### src/rtl/rstpulse_pkg.sv
package rstpulse_pkg;

  localparam logic [7:0] KEY_POL_HIGH = 8'hA5;
  localparam logic [7:0] KEY_POL_LOW  = 8'h5A;
  localparam logic [7:0] KEY_PP       = 8'hA8;
  localparam logic [7:0] KEY_OD       = 8'h8A;

  typedef struct packed {
    logic pol_we;
    logic pol_val;
    logic pp_we;
    logic pp_val;
  } key_dec_t;

  function automatic int unsigned field_bits(input bit wide);
    return wide ? 20 : 8;
  endfunction

  function automatic key_dec_t decode_key(input logic [7:0] top);
    key_dec_t d;
    d = '0;
    unique case (top)
      KEY_POL_HIGH: begin d.pol_we = 1'b1; d.pol_val = 1'b1; end
      KEY_POL_LOW:  begin d.pol_we = 1'b1; d.pol_val = 1'b0; end
      KEY_PP:       begin d.pp_we  = 1'b1; d.pp_val  = 1'b1; end
      KEY_OD:       begin d.pp_we  = 1'b1; d.pp_val  = 1'b0; end
      default:      d = '0;
    endcase
    return d;
  endfunction

  function automatic logic pin_level(input logic active, input logic pol);
    return active ? pol : ~pol;
  endfunction

  function automatic logic drive_enable(input logic active, input logic pp);
    return pp | active;
  endfunction

endpackage

### src/rtl/rstpulse_cfg.sv
module rstpulse_cfg #(
  parameter int unsigned W         = 20,
  parameter int unsigned RST_WIDTH = 255
) (
  input  logic          clk,
  input  logic          rst_n,
  input  logic          wr_en,
  input  logic [31:0]   wr_data,
  output logic [W-1:0]  width_q,
  output logic          pol_q,
  output logic          pp_q,
  output logic [31:0]   rd_data
);
  import rstpulse_pkg::*;

  localparam logic [W-1:0] WIDTH_INIT = W'(RST_WIDTH);
  localparam int unsigned  PAD_W      = 30 - W;

  key_dec_t dec;
  assign dec = decode_key(wr_data[31:24]);

  always_ff @(posedge clk) begin
    if (!rst_n) begin
      width_q <= WIDTH_INIT;
      pol_q   <= 1'b0;
      pp_q    <= 1'b0;
    end else if (wr_en) begin
      width_q <= wr_data[W-1:0];
      if (dec.pol_we) pol_q <= dec.pol_val;
      if (dec.pp_we)  pp_q  <= dec.pp_val;
    end
  end

  generate
    if (PAD_W > 0) begin : g_pad
      assign rd_data = {pol_q, pp_q, {PAD_W{1'b0}}, width_q};
    end else begin : g_full
      assign rd_data = {pol_q, pp_q, width_q};
    end
  endgenerate

endmodule

### src/rtl/rstpulse_seq.sv
module rstpulse_seq #(
  parameter int unsigned W = 20
) (
  input  logic         clk,
  input  logic         rst_n,
  input  logic         tick,
  input  logic         trig,
  input  logic [W-1:0] width_q,
  output logic         active,
  output logic         start_evt,
  output logic         end_evt
);
  logic         pend_q;
  logic         active_q;
  logic [W-1:0] cnt_q;

  assign start_evt = tick & ~active_q & (pend_q | trig);
  assign end_evt   = tick & active_q & (cnt_q == '0);
  assign active    = active_q;

  always_ff @(posedge clk) begin
    if (!rst_n) begin
      pend_q   <= 1'b0;
      active_q <= 1'b0;
      cnt_q    <= '0;
    end else begin
      if (start_evt) begin
        active_q <= 1'b1;
        cnt_q    <= width_q;
      end else if (end_evt) begin
        active_q <= 1'b0;
      end else if (tick && active_q) begin
        cnt_q    <= cnt_q - 1'b1;
      end

      if (start_evt)                pend_q <= 1'b0;
      else if (trig && !active_q)   pend_q <= 1'b1;
    end
  end

endmodule

### src/rtl/rstpulse_drv.sv
module rstpulse_drv (
  input  logic active,
  input  logic pol,
  input  logic pp,
  output logic pin_o,
  output logic pin_oe
);
  import rstpulse_pkg::*;

  assign pin_o  = pin_level(active, pol);
  assign pin_oe = drive_enable(active, pp);

endmodule

### src/rtl/rstpulse_gen.sv
module rstpulse_gen #(
  parameter bit          WIDE      = 1'b1,
  parameter int unsigned RST_WIDTH = 255
) (
  input  logic        clk,
  input  logic        rst_n,
  input  logic        wr_en,
  input  logic [31:0] wr_data,
  output logic [31:0] rd_data,
  input  logic        tick,
  input  logic        trig,
  output logic        pin_o,
  output logic        pin_oe
);
  import rstpulse_pkg::*;

  localparam int unsigned FIELD_W = field_bits(WIDE);

  logic [FIELD_W-1:0] width_w;
  logic               pol_w;
  logic               pp_w;
  logic               active_w;
  logic               start_w;
  logic               end_w;

  rstpulse_cfg #(.W(FIELD_W), .RST_WIDTH(RST_WIDTH)) u_cfg (
    .clk     (clk),
    .rst_n   (rst_n),
    .wr_en   (wr_en),
    .wr_data (wr_data),
    .width_q (width_w),
    .pol_q   (pol_w),
    .pp_q    (pp_w),
    .rd_data (rd_data)
  );

  rstpulse_seq #(.W(FIELD_W)) u_seq (
    .clk       (clk),
    .rst_n     (rst_n),
    .tick      (tick),
    .trig      (trig),
    .width_q   (width_w),
    .active    (active_w),
    .start_evt (start_w),
    .end_evt   (end_w)
  );

  rstpulse_drv u_drv (
    .active (active_w),
    .pol    (pol_w),
    .pp     (pp_w),
    .pin_o  (pin_o),
    .pin_oe (pin_oe)
  );

endmodule

### config.mk
export PLATFORM = sky130hd
export DESIGN_NAME = rstpulse_gen
export DESIGN_NICKNAME = d
export VERILOG_FILES = /design/src/rtl/rstpulse_pkg.sv /design/src/rtl/rstpulse_cfg.sv /design/src/rtl/rstpulse_seq.sv /design/src/rtl/rstpulse_drv.sv /design/src/rtl/rstpulse_gen.sv
export SDC_FILE = /design/constraint.sdc
export NUM_CORES = 1
export LEC_CHECK = 0
export BUFFER_PORTS_ARGS = -buffer_cell sky130_fd_sc_hd__buf_2
export CAP_MARGIN = 20
export CORE_ASPECT_RATIO = 0.75
export CORE_MARGIN = 4
export CORE_UTILIZATION = 45
export DETAILED_ROUTE_END_ITERATION = 7
export PLACE_DENSITY_LB_ADDON = 0.2
export SETUP_SLACK_MARGIN = 0.15
export SKIP_LAST_GASP = 1
export SLEW_MARGIN = 20
export SYNTH_ARGS = -nofsm -noshare
export SYNTH_HDL_FRONTEND = slang
export SYNTH_SLANG_ARGS = --single-unit
### constraint.sdc
create_clock -name clk -period 2.54 [get_ports clk]
set_clock_uncertainty 0.1 [all_clocks]
set_input_delay 0.254 -clock clk [delete_from_list [all_inputs] [get_ports clk]]
set_output_delay 0.254 -clock clk [all_outputs]
set_load 0.05 [all_outputs]
**Word level (Yosys, flattened, before mapping)**

Index checks and enable logic that the tools add are counted.

- Bits of input ports: 37
- Word-level logic and storage cells: 39
- Register bits: 44
- Output and inout bits: 34

- Mux-type cells: 8
- Reductions and logical operators: 10
- Eq/ne operators: 5
- Bitwise gates (word level): 9
- $add $sub $neg: 1

Operator list:

| cell | count |
|---|---|
| 20-bit two-way mux | 3 |
| 8-bit == test, second input constant | 3 |
| 20-bit logical NOT | 1 |
| 20-bit by 1-bit subtractor with 20-bit output, second input constant | 1 |
| 8-bit by 7-bit == test with 1-bit output, second input constant | 1 |
| 2-bit one-hot mux with 2 select lines | 2 |
| 2-bit AND reduction | 3 |
| 1-bit AND | 4 |
| 2-bit nonzero test | 2 |
| 1-bit two-way mux | 3 |
| 1-bit inverter | 3 |
| 1-bit logical AND | 2 |
| 2-bit inequality test, second input constant | 1 |
| 1-bit bitwise OR | 2 |
| 2-bit OR reduction | 1 |
| 1-bit logical NOT | 1 |

**Logic depth before layout (Yosys ltp)**

Gate-level depths: netlist of run 1.

- Depth after elaboration: 5
- Gate-level depth with buffers: 9
- Mapped depth without buffers: 7

**Modules after synthesis**

Synthesis of run 1 repeated with hierarchy kept, for this count alone.

- Cell total of the unflattened synthesis: 307
- Area total of the unflattened synthesis: 2622.5 µm²

Modules (own cells, without submodules):

| module | seq. area each (µm²) | instances | cells each | area each (µm²) |
|---|---|---|---|---|
| rstpulse_seq | 440.4 | 1 | 192 | 1485.2 |
| rstpulse_cfg | 440.4 | 1 | 113 | 1122.3 |
| rstpulse_drv | 0.0 | 1 | 2 | 15.0 |

**Worst setup path after synthesis of run 1**

Ideal clock, no wire load.

- Path type: register -> register
- From: reg u_seq.cnt_q[0]
- To: reg u_seq.cnt_q[18]
- Cell stages (with the launch flop): 8
- Data arrival time: 1.920 ns
- Data required time: 2.322 ns
- Period minus slack after synthesis: 2.138 ns
- Path slack: 0.402 ns
- Buffers on the path: 0
- Library setup time: 0.118 ns
- Path through: dfxtp_1 inv_1 ha_1 or4b_4 nor3_4 or3b_1 a21oi_1 o2bb2ai_1

- Longest elaborated chain between the ends: 4
- Elaborated cells on any way between the ends: 8
- Those cells by class: add/sub (1); eq/ne (1); mux (3); bitwise (1); reduce/logical (2)

RTL lines:

| what | line | text |
|---|---|---|
| start, declared | rstpulse_seq.sv:15 | `logic [W-1:0] cnt_q;` |
| start signal, assigned | rstpulse_seq.sv:29 | `cnt_q <= width_q;` |
| start signal, assigned | rstpulse_seq.sv:33 | `cnt_q <= cnt_q - 1'b1;` |
| 20-bit by 1-bit subtractor with 20-bit output / 20-bit logical NOT (equally long branches) | rstpulse_seq.sv:33, rstpulse_seq.sv:18 |  |
| 20-bit two-way mux / 1-bit AND (equally long branches) | rstpulse_seq.sv:32, rstpulse_seq.sv:18 |  |
| 20-bit two-way mux / 2-bit inequality test (equally long branches) | -- |  |
| 20-bit two-way mux / 2-bit AND reduction (equally long branches) | -- |  |

Parallel ways exist; a longest one is shown, timed or not. The select of a mux whose other input is x is not followed.
A chain may end at the register's enable or synchronous reset.

**Final worst setup path of run 1**

Ends and elaborated chain as after synthesis.

==> impl_metrics.csv, run 1 <==
group,metric,value,unit
outcome,status,"finished clean",
critical_path,path_class,"flip-flop to flip-flop",
critical_path,cp_max_fo,5,
critical_path,cp-end-kind,"flip-flop",
clocking,post_cts_buffers,0,
placement,place.gp.congestion,0.8491,
routing,vias,2189,
critical_path,r2r_slack,0.32,ns
die,die_width,91.24,microns
grt,grtUsageTotal,17.02,%
routing,drc,0,
yosys,synth_seq_cells,44,
die,die_area,0.006426,sq mm
power,swShare,37.85,%
clocking,cts.htree.levels,2,
sta,timing_hold_violations_final,0,
clocking,cts.path.max_buffers,2,
power,p_clk_share,21.6,%
grt,use_met1,25.44,%
sta,min_period_over_period,87.47,%
die,core,0.004955,sq mm
min_path,min_from,"wr_data[3]",
critical_path,r2r-end,"u_seq.cnt_q[18]",
yosys,synth_edf_count,0,
power,irDropWorstVdd,0.0003927,V
clocking,cts_hold_buf,0,
grt,grt_start_max_net_pins,40,
critical_path,required,2.63,ns
power,p_sw,0.7285,mW
clocking,path_clk_slew,0.08,ns
yosys,syn_inst,294,
finish,nNetsFinal,382,
yosys,synthesis.area,0.002338,sq mm
min_path,min_to,"u_cfg.width_q[3]",
clocking,post_cts_resized,0,
grt,grt_pass1_wl,9.080,mm
critical_path,rr_startpoint,"u_seq.cnt_q[0]",
clocking,clock_latency,0.30,ns
die,io_pins,71,
yosys,synth_area_leaders,"dfxtp_1 (38%), mux2i_1 (8.1%), a21oi_1 (6.0%)",
grt,use_met3,3.875,%
yosys,ys.flop_type,"dfxtp_1",
power,p_per_area,713.1,mW/mm^2
grt,antenna_found_initial,0,
routing,drt_pass1_iterations,4,
sta,max_freq,450.1,MHz
sta,setup_violations,0,
critical_path,arrival,2.31,ns
routing,wirelength,5.406,mm
finish,diodes,0,
yosys,postSynthAreaPerCell,7.954,sq um
clocking,root_buffer,"clkbuf_8",
routing,drtAntennaViolNets,0,
routing,vias_per_cell,5.432,
yosys,ys_seq_area_share,37.67,%
finish,drive_above_1_share,22.45,%
clocking,cts_tree,"yes",
die,core.rowCount,22,
clocking,clock_sinks,44,
power,seqPwrFrac,42.2,%
finish,area_delta_synth_final,15.41,%
sta,tightest_slew,0.7893,ns
power,p_comb_share,36.2,%
critical_path,start_kind,"flip-flop",
sta,fin_tns_setup,0,ns
min_path,worstHoldPathCells,3,
sta,slew_violations,0,
yosys,async_reset_ff_share,0,%
min_path,hp-class,"primary input to flip-flop",
sta,postLayoutSetupSlackWorst,0.3182,ns
sta,layout_min_cycle_time,2.222,ns
yosys,netlist.area_leader.share,37.67,%
finish,nFillCells,474,
yosys,yosysMostFrequentCell,"dfxtp_1",
die,initial_utilization,47.20,%
grt,grt_remaining_overflow,0,
sta,max-slew-margin-rel,47.32,%
grt,grt_pass1_vias,1925,
grt,grt_util_met2,24.06,%
finish,fin_util,54.47,%
power,p_leak,1.174,nW
placement,hpwl,3.858,mm
sta,rsz0062_at_grt,"no",
die,die_h,70.43,microns
yosys,yosysTopAreaCell,"dfxtp_1",
routing,post_drt_wl_per_cell,13.41,microns
grt,grt-busiest-layer,"met1",
placement,place_ws,0.3733,ns
yosys,synth_cell_types,42,
routing,drt_iter0_markers,128,
power,intPower,1.196,mW
yosys,ys_warn_count,0,
run,maxCapViolCount,0,
critical_path,rr_worst_depth,7,
placement,io_buffers,56,
yosys,ys_top_cells_by_count,"dfxtp_1 (44), nor2_1 (37), nand2_1 (33)",
clocking,cts_buffers,5,
## cells by family after synthesis
logic type	share of synthesized area, %
buffers and inverters	8.507
muxes	8.133
xor gates and xnor gates	0.3746
and+or+nand+nor	23.38
AOI/OAI and AO/OA	20.71
other	0.1604
DFF	37.67
adders and majority gates	1.070
## power by group through the flow
| stage | Clock [mW] | Combinational [mW] | Sequential (mW) |
|---|---|---|---|
| floorplan | 0 | 0.492 | 0.878 |
| global placement | 0 | 0.690 | 0.824 |
| detailed placement | 0 | 0.695 | 0.826 |
| CTS | 0.427 | 0.698 | 0.811 |
| global route | 0.447 | 0.777 | 0.823 |
| finish | 0.416 | 0.697 | 0.811 |
## how the worst max path moves through the flow
stage | startpoint | end | cells after the start
5_1_grt | u_seq.cnt_q[11] | u_seq.cnt_q[9] | 6
3_3_place_gp | u_seq.cnt_q[0] | u_seq.cnt_q[18] | 7
2_1_floorplan | u_seq.cnt_q[0] | u_seq.cnt_q[18] | 7
3_5_place_dp | u_seq.cnt_q[0] | u_seq.cnt_q[18] | 7
4_1_cts | u_seq.cnt_q[0] | u_seq.cnt_q[18] | 7
6_report | u_seq.cnt_q[0] | u_seq.cnt_q[18] | 7
## routing by layer
metal  vias to the layer above  share of wire [%]  wire length (microns)
li1                       1111                  -                      -
met5                         -                  0                      0
met1                      1003                 52                   2834
met3                         5                5.9                    320
met4                         0               0.83                     45
met2                        70                 41                   2206
## critical path: stages, from the launching register on
cell and delay (ns):
dfxtp_1 0.35, inv_1 0.09, ha_1 0.22, or4b_4 0.53, nor3_4 0.21, or3b_1 0.37
a21oi_1 0.17, o2bb2ai_1 0.08
## state kept, by name, summed over array words and instances, names as in the netlist
name / cells
u_seq.active: 1
u_seq.cnt_q: 20
u_cfg.pp_q: 1
u_cfg.width_q: 20
u_seq.pend_q: 1
u_cfg.pol_q: 1
## metrics by stage
| step | cell area, sq um | power [mW] | cells | hold WS (ns) |
|---|---|---|---|---|
| final | 2699 | 1.925 | 403 | 0.06405 |
| after floorplan | 2372 | 1.370 | 303 | 0.2802 |
| after detailed placement | 2621 | 1.521 | 396 | 0.3530 |
| after global routing | 2699 | 2.047 | 403 | 0.07681 |
| after global placement | 2621 | 1.514 | 396 | 0.3476 |
| after CTS | 2699 | 1.935 | 403 | 0.06111 |
## layout by cell type, fill, tap and decap left out, drive strengths merged, types with 3 or more instances in the layout
master,synthesis,layout
o21ai,17,17
or3,3,3
or4,3,3
nand3,7,7
o31ai,4,4
nor3,9,9
nor2,37,37
a21o,11,11
dfxtp,44,44
mux2i,19,19
a22oi,4,4
nand2,33,33
buf,16,63
o211ai,7,7
conb,1,10
nand4b,4,4
inv,9,9
a21oi,28,28
clkbuf,14,6
## final cells by class
| cell class | instances | area (sq um) | area share [%] |
|---|---|---|---|
| multi-input combinational | 220 | 1299 | 48.12 |
| sequential | 44 | 880.8 | 32.64 |
| timing repair buffer | 63 | 332.8 | 12.33 |
| tap | 60 | 75.07 | 2.782 |
| clock buffer | 6 | 72.57 | 2.689 |
| inverter | 9 | 33.78 | 1.252 |
| clock inverter | 1 | 5.005 | 0.1854 |
No activity file was read; power rests on OpenSTA's default activity.
==> inputs of run 2 (changes only) <==
- CORE_MARGIN: 4 -> 2
==> run 2 against run 1 <==
Critical path depth stayed put. Flip-flop and latch count stayed put. Non-clock buffer count stayed put. Total power is 9.1% higher. Highest routed layer unchanged.
==> impl_metrics.csv, run 2 (synthesis results as in run 1) <==
group,metric,value,unit
finish,nFillCells,487,
sta,postLayoutSetupSlackWorst,0.3834,ns
sta,timing_hold_violations_final,0,
critical_path,cp_max_fo,5,
routing,drtAntennaViolNets,0,
power,p_per_area,764.6,mW/mm^2
finish,drive_above_1_share,22.97,%
clocking,cts_hold_buf,0,
placement,place_area,0.002621,sq mm
clocking,clock_latency,0.30,ns
critical_path,rr_startpoint,"u_seq.cnt_q[0]",
sta,fin_tns_setup,0,ns
die,initial_utilization,47.20,%
clocking,clock_sinks,44,
finish,fin_area,0.002748,sq mm
finish,nNetsFinal,382,
sta,slew_violations,0,
critical_path,cpPeakStageDelay,0.53,ns
die,die_h,66.43,microns
critical_path,crit_slowest_cell,"or4b_4",
critical_path,r2r-end,"u_seq.cnt_q[18]",
placement,place.gp.congestion,0.8328,
sta,max-slew-margin-rel,55.29,%
sta,max_freq,463.7,MHz
routing,vias,2159,
finish,instances_no_fill,404,
clocking,post_cts_resized,0,
finish,diodes,0,
die,core,0.004955,sq mm
min_path,hp-class,"primary input to flip-flop",
grt,grtUsageTotal,18.66,%
die,die_area,0.005795,sq mm
die,io_pins,71,
critical_path,arrival,2.25,ns
sta,min_period_over_period,84.91,%
clocking,path_clk_slew,0.08,ns
critical_path,cp-end-kind,"flip-flop",
finish,top_regs,"u_cfg.width_q x20, u_seq.cnt_q x20",
routing,drt_pass1_iterations,4,
routing,wirelength,5.314,mm
finish,final_cell_mix,"buf_2 (56), dfxtp_1 (44), nor2_1 (36)",
min_path,min_from,"wr_data[3]",
placement,hpwl,3.770,mm
grt,antenna_found_initial,0,
run,maxCapViolCount,0,
die,core.rowCount,22,
sta,rsz0062_at_grt,"no",
power,irDropWorstVdd,0.0003692,V
routing,post_drt_wl_per_cell,13.15,microns
placement,place_ws,0.4050,ns
routing,drc,0,
min_path,min_to,"u_cfg.width_q[3]",
placement,dp_cells,396,
outcome,status,"finished clean",
critical_path,required,2.64,ns
critical_path,path_class,"flip-flop to flip-flop",
clocking,cts_tree,"yes",
power,p_leak,1.198,nW
critical_path,r2r_slack,0.38,ns
sta,tightest_slew,0.6645,ns
finish,mostFrequentLayoutCell,"buf_2",
placement,io_buffers,56,
clocking,cts.htree.levels,2,
grt,grt_pass1_wl,8.611,mm
grt,grt_remaining_overflow,0,
grt,grt_pass1_vias,1852,
sta,layout_min_cycle_time,2.157,ns
clocking,post_cts_buffers,0,
routing,vias_per_cell,5.344,
critical_path,rr_worst_depth,7,
min_path,worstHoldPathCells,3,
clocking,cts_buffers,5,
clocking,cts.path.max_buffers,2,
critical_path,start_kind,"flip-flop",
routing,drt_iter0_markers,122,
critical_path,cp_cell_sequence,"inv_1 > ha_1 > or4b_4 > nor3_4 > or3b_1 > a21oi_1 > o2bb2ai_1",
grt,grt_start_max_net_pins,25,
die,die_width,87.24,microns
finish,area_delta_synth_final,17.50,%
clocking,root_buffer,"clkbuf_8",
sta,setup_violations,0,
==> run 2: changes by cell type in the layout (fill, tap and decap cells not counted), sizes merged <==
cell    previous run  this run
clkbuf             6         7
clkinv             1         0
bufinv             0         1
==> run 2: metal layers <==
metal | global-route usage [%] | vias to the layer above | share of wire (%)
met5 | 0 | - | 0
met4 | 4.231 | 0 | 0.68
met3 | 4.120 | 4 | 6.5
met2 | 27.84 | 66 | 41
met1 | 27.24 | 983 | 52
li1 | - | 1106 | -
==> run 2: cell type report <==
class	count	area (sq um)	share of cell area (%)
Clock buffer	7	96.34	3.506
Clock inverter	1	30.03	1.093
Inverter	9	33.78	1.230
Multi-Input combinational cell	220	1299	47.27
Sequential cell	44	880.8	32.06
Tap cell	60	75.07	2.732
Timing Repair Buffer	63	332.8	12.11
==> run 2: how the worst max path moves through the flow <==
stage	start	end	slack, ns
2_1_floorplan	u_seq.cnt_q[0]	u_seq.cnt_q[18]	0.40
3_3_place_gp	u_seq.cnt_q[0]	u_seq.cnt_q[18]	0.43
3_5_place_dp	u_seq.cnt_q[0]	u_seq.cnt_q[18]	0.40
4_1_cts	u_seq.cnt_q[0]	u_seq.cnt_q[18]	0.39
5_1_grt	u_seq.cnt_q[1]	u_seq.cnt_q[18]	0.23
6_report	u_seq.cnt_q[0]	u_seq.cnt_q[18]	0.38
==> run 2: worst max-delay path, delay by kind of cell, from the launching register on <==
| family | cells | cell delay (ns) |
|---|---|---|
| flip-flops | 1 | 0.35 |
| AO/OA/AOI/OAI | 2 | 0.21 |
| buffers and inverters | 1 | 0.08 |
| adder cells (fa/ha/maj) | 1 | 0.24 |
| AND/OR/NAND/NOR | 3 | 1.07 |
==> run 2: report_power, final <==
| part | switching [mW] | total, mW | leakage (nW) | internal, mW |
|---|---|---|---|---|
| Sequential | 0.0590 | 0.810 | 0.361 | 0.751 |
| Combinational | 0.447 | 0.705 | 0.772 | 0.258 |
| Clock | 0.238 | 0.585 | 0.0645 | 0.347 |
==> run 2: through the flow <==
step / utilization, % / total power, mW / hold slack (ns)
after CTS: 55.45 / 2.106 / 0.06152
after detailed placement: 52.90 / 1.525 / 0.3471
final: 55.45 / 2.101 / 0.05959
after global routing: 55.45 / 2.224 / 0.06765
after global placement: 52.90 / 1.519 / 0.3433
after floorplan: - / 1.370 / 0.2802
==> inputs of run 3 (changes only) <==
- ABC_AREA: not set -> 1
- clock period: 2.54 -> 2 ns (I/O delays scaled with it)
==> run 3 against run 2 <==
The flow now finishes with violations (hold timing). Cell area up 8.7%. Register-to-register slack worse by 0.11 ns. Combinational power up 63%. Die area up 8.8%. Critical path type unchanged. Core utilization down 0.25 points. Synthesized area up 9.3%. Largest power group is now combinational logic.
==> impl_metrics.csv, run 3 <==
group,metric,value,unit
grt,grt_start_max_net_pins,29,
yosys,ys.flop_type,"dfxtp_1",
yosys,synth_edf_count,0,
grt,antenna_found_initial,0,
routing,drt_iter0_markers,109,
power,p_per_area,966.6,mW/mm^2
critical_path,cp_num_buf_inv,3,
clocking,post_cts_buffers,0,
die,core.rowCount,23,
routing,drtAntennaViolNets,0,
power,p_leak,1.455,nW
critical_path,arrival,1.84,ns
yosys,ys_seq_area_share,34.48,%
clocking,cts.htree.levels,2,
clocking,root_buffer,"clkbuf_8",
finish,mostFrequentLayoutCell,"nand2_1",
grt,grtUsageTotal,21.09,%
critical_path,critical_path.top_delay_family,"simple AND/OR/NAND/NOR gates",
min_path,hp-class,"primary input to flip-flop",
die,initial_utilization,47.22,%
yosys,netlist.area_leader.share,34.48,%
routing,vias,2602,
yosys,synth_area_leaders,"dfxtp_1 (34%), nand2_1 (14%), nor2_1 (11%)",
yosys,synth_seq_cells,44,
clocking,cts.path.max_buffers,2,
finish,drive_above_1_share,21.46,%
finish,diodes,0,
sta,max_freq,578.4,MHz
sta,timing_hold_violations_final,1,
outcome,status,"finished with violations",
sta,whs,-0.00009948,ns
clocking,clock_sinks,44,
critical_path,cpPeakStageDelay,0.31,ns
sta,slew_violations,0,
routing,drc,0,
outcome,violations,"hold timing",
sta,setup_violations,0,
yosys,async_reset_ff_share,0,%
die,die_width,91.01,microns
placement,place.gp.congestion,0.9077,
sta,layout_min_cycle_time,1.729,ns
routing,post_drt_wl_per_cell,12.41,microns
finish,top_regs,"u_cfg.width_q x20, u_seq.cnt_q x20",
placement,hpwl,4.690,mm
critical_path,start_kind,"flip-flop",
grt,grt_remaining_overflow,0,
sta,rsz0062_at_grt,"yes",
finish,area_delta_synth_final,16.90,%
yosys,synth_cell_types,34,
sta,fin_tns_setup,0,ns
die,io_pins,71,
critical_path,cp-end-kind,"flip-flop",
critical_path,cp_cell_sequence,"inv_1 > ha_1 > nand3_1 > nor2_2 > nand3_4 > nand2_8 > inv_4 > nand2_1 > nand2_1 > inv_1 > nor2_2",
yosys,ys_warn_count,0,
yosys,synthesis.area,0.002555,sq mm
routing,vias_per_cell,4.937,
clocking,cts_buffers,5,
yosys,syn_inst,398,
sta,postLayoutSetupSlackWorst,0.2712,ns
routing,drt_pass1_iterations,4,
power,irDropWorstVdd,0.0006022,V
sta,min_period_over_period,86.44,%
yosys,postSynthAreaPerCell,6.419,sq um
clocking,clock_latency,0.31,ns
finish,final_cell_mix,"nand2_1 (95), nor2_1 (74), buf_2 (56)",
grt,grt_pass1_wl,10.95,mm
critical_path,crit_slowest_cell,"dfxtp_1",
yosys,yosysTopAreaCell,"dfxtp_1",
critical_path,required,2.11,ns
run,maxCapViolCount,0,
clocking,cts_tree,"yes",
yosys,ys_top_cells_by_count,"nand2_1 (95), nor2_1 (76), dfxtp_1 (44)",
finish,nNetsFinal,490,
placement,io_buffers,56,
critical_path,path_class,"flip-flop to flip-flop",
die,core,0.005410,sq mm
yosys,yosysMostFrequentCell,"nand2_1",
critical_path,cp_max_fo,14,
power,power.total,2.887,mW
grt,grt_pass1_vias,2401,
die,die_area,0.006303,sq mm
clocking,path_clk_slew,0.09,ns
placement,place_ws,0.2628,ns
die,die_h,69.26,microns
routing,wirelength,6.539,mm
-- run 3: changes by cell type in the layout (fill, tap and decap cells not counted), sizes merged, moves of 5 or more --
cell,before,now
nor2,37,88
nand2,33,100
nor3,9,3
o21ai,17,27
a21oi,28,23
mux2i,19,0
a21o,11,0
nand3,7,35
inv,9,29
o211ai,7,0
-- run 3: area by class of cell --
cell class	count	area (sq um)
fillers	563	2424
multi-input cells	308	1439
flip-flops and latches	44	880.8
repair buffers	63	350.3
inverters	29	111.4
well taps	75	93.84
clock buffers	5	68.82
clock inverters	3	42.54
-- run 3: worst register-to-register path, cell delays in order, from the launching register on --
cell and delay (ns):
dfxtp_1 0.31, inv_1 0.17, ha_1 0.18, nand3_1 0.08, nor2_2 0.18, nand3_4 0.16, nand2_8 0.17, inv_4 0.09
nand2_1 0.06, nand2_1 0.05, inv_1 0.06, nor2_2 0.04
-- run 3: logic make-up (layout without fill, tap and decap cells) --
| group | after synthesis | in the layout | share of synthesized area, % |
|---|---|---|---|
| buffers and inverters | 56 | 100 | 11.17 |
| AO/OA/AOI/OAI | 52 | 52 | 10.33 |
| AND/OR/NAND/NOR | 240 | 241 | 41.87 |
| flip-flops | 44 | 44 | 34.48 |
| adder cells (fa/ha/maj) | 2 | 2 | 0.9793 |
| other | 1 | 10 | 0.1468 |
| XOR/XNOR | 3 | 3 | 1.029 |
-- run 3: power by group --
part           switching (mW)  leakage (nW)  total [mW]  internal, mW
registers              0.0809         0.363        1.04         0.963
logic                   0.778          1.04        1.15         0.368
clock network           0.326        0.0541       0.696         0.370
-- run 3: worst paths after layout --
kind | start | end | slack, ns | cells past startpoint
max reg2reg | u_seq.cnt_q[0] | u_seq.cnt_q[14] | 0.27 | 11
max | u_seq.cnt_q[0] | u_seq.cnt_q[14] | 0.27 | 11
min reg2reg | u_cfg.width_q[0] | u_cfg.width_q[0] | 0.38 | 2
min | wr_data[7] | u_cfg.width_q[7] | -0.0001 | 3
-- run 3: per-stage QoR --
stage                     area [sq um]  cells  utilization, %
final                             2987    527           55.20
after global placement            2839    516           52.47
after global routing              2987    527           55.20
after detailed placement          2839    516           52.47
after floorplan                   2589    407               -
after CTS                         2970    526           54.90
-- run 3: metal layers --
layer / part of all wire, % / vias to the layer above / GRT usage [%]
li1: - / 1351 / -
met1: 50 / 1182 / 28.66
met2: 44 / 65 / 34.49
met3: 5.3 / 4 / 4.348
met4: 0.72 / 0 / 5.051
met5: 0 / - / 0
-- run 3: repair_timing --
action / 4_1_cts / 5_1_grt
setup endpoints to repair: 0 / 8
endpoints found under the hold margin: 2 / 0
hold buffers: 2 / 0
gates resized for setup: 0 / 2
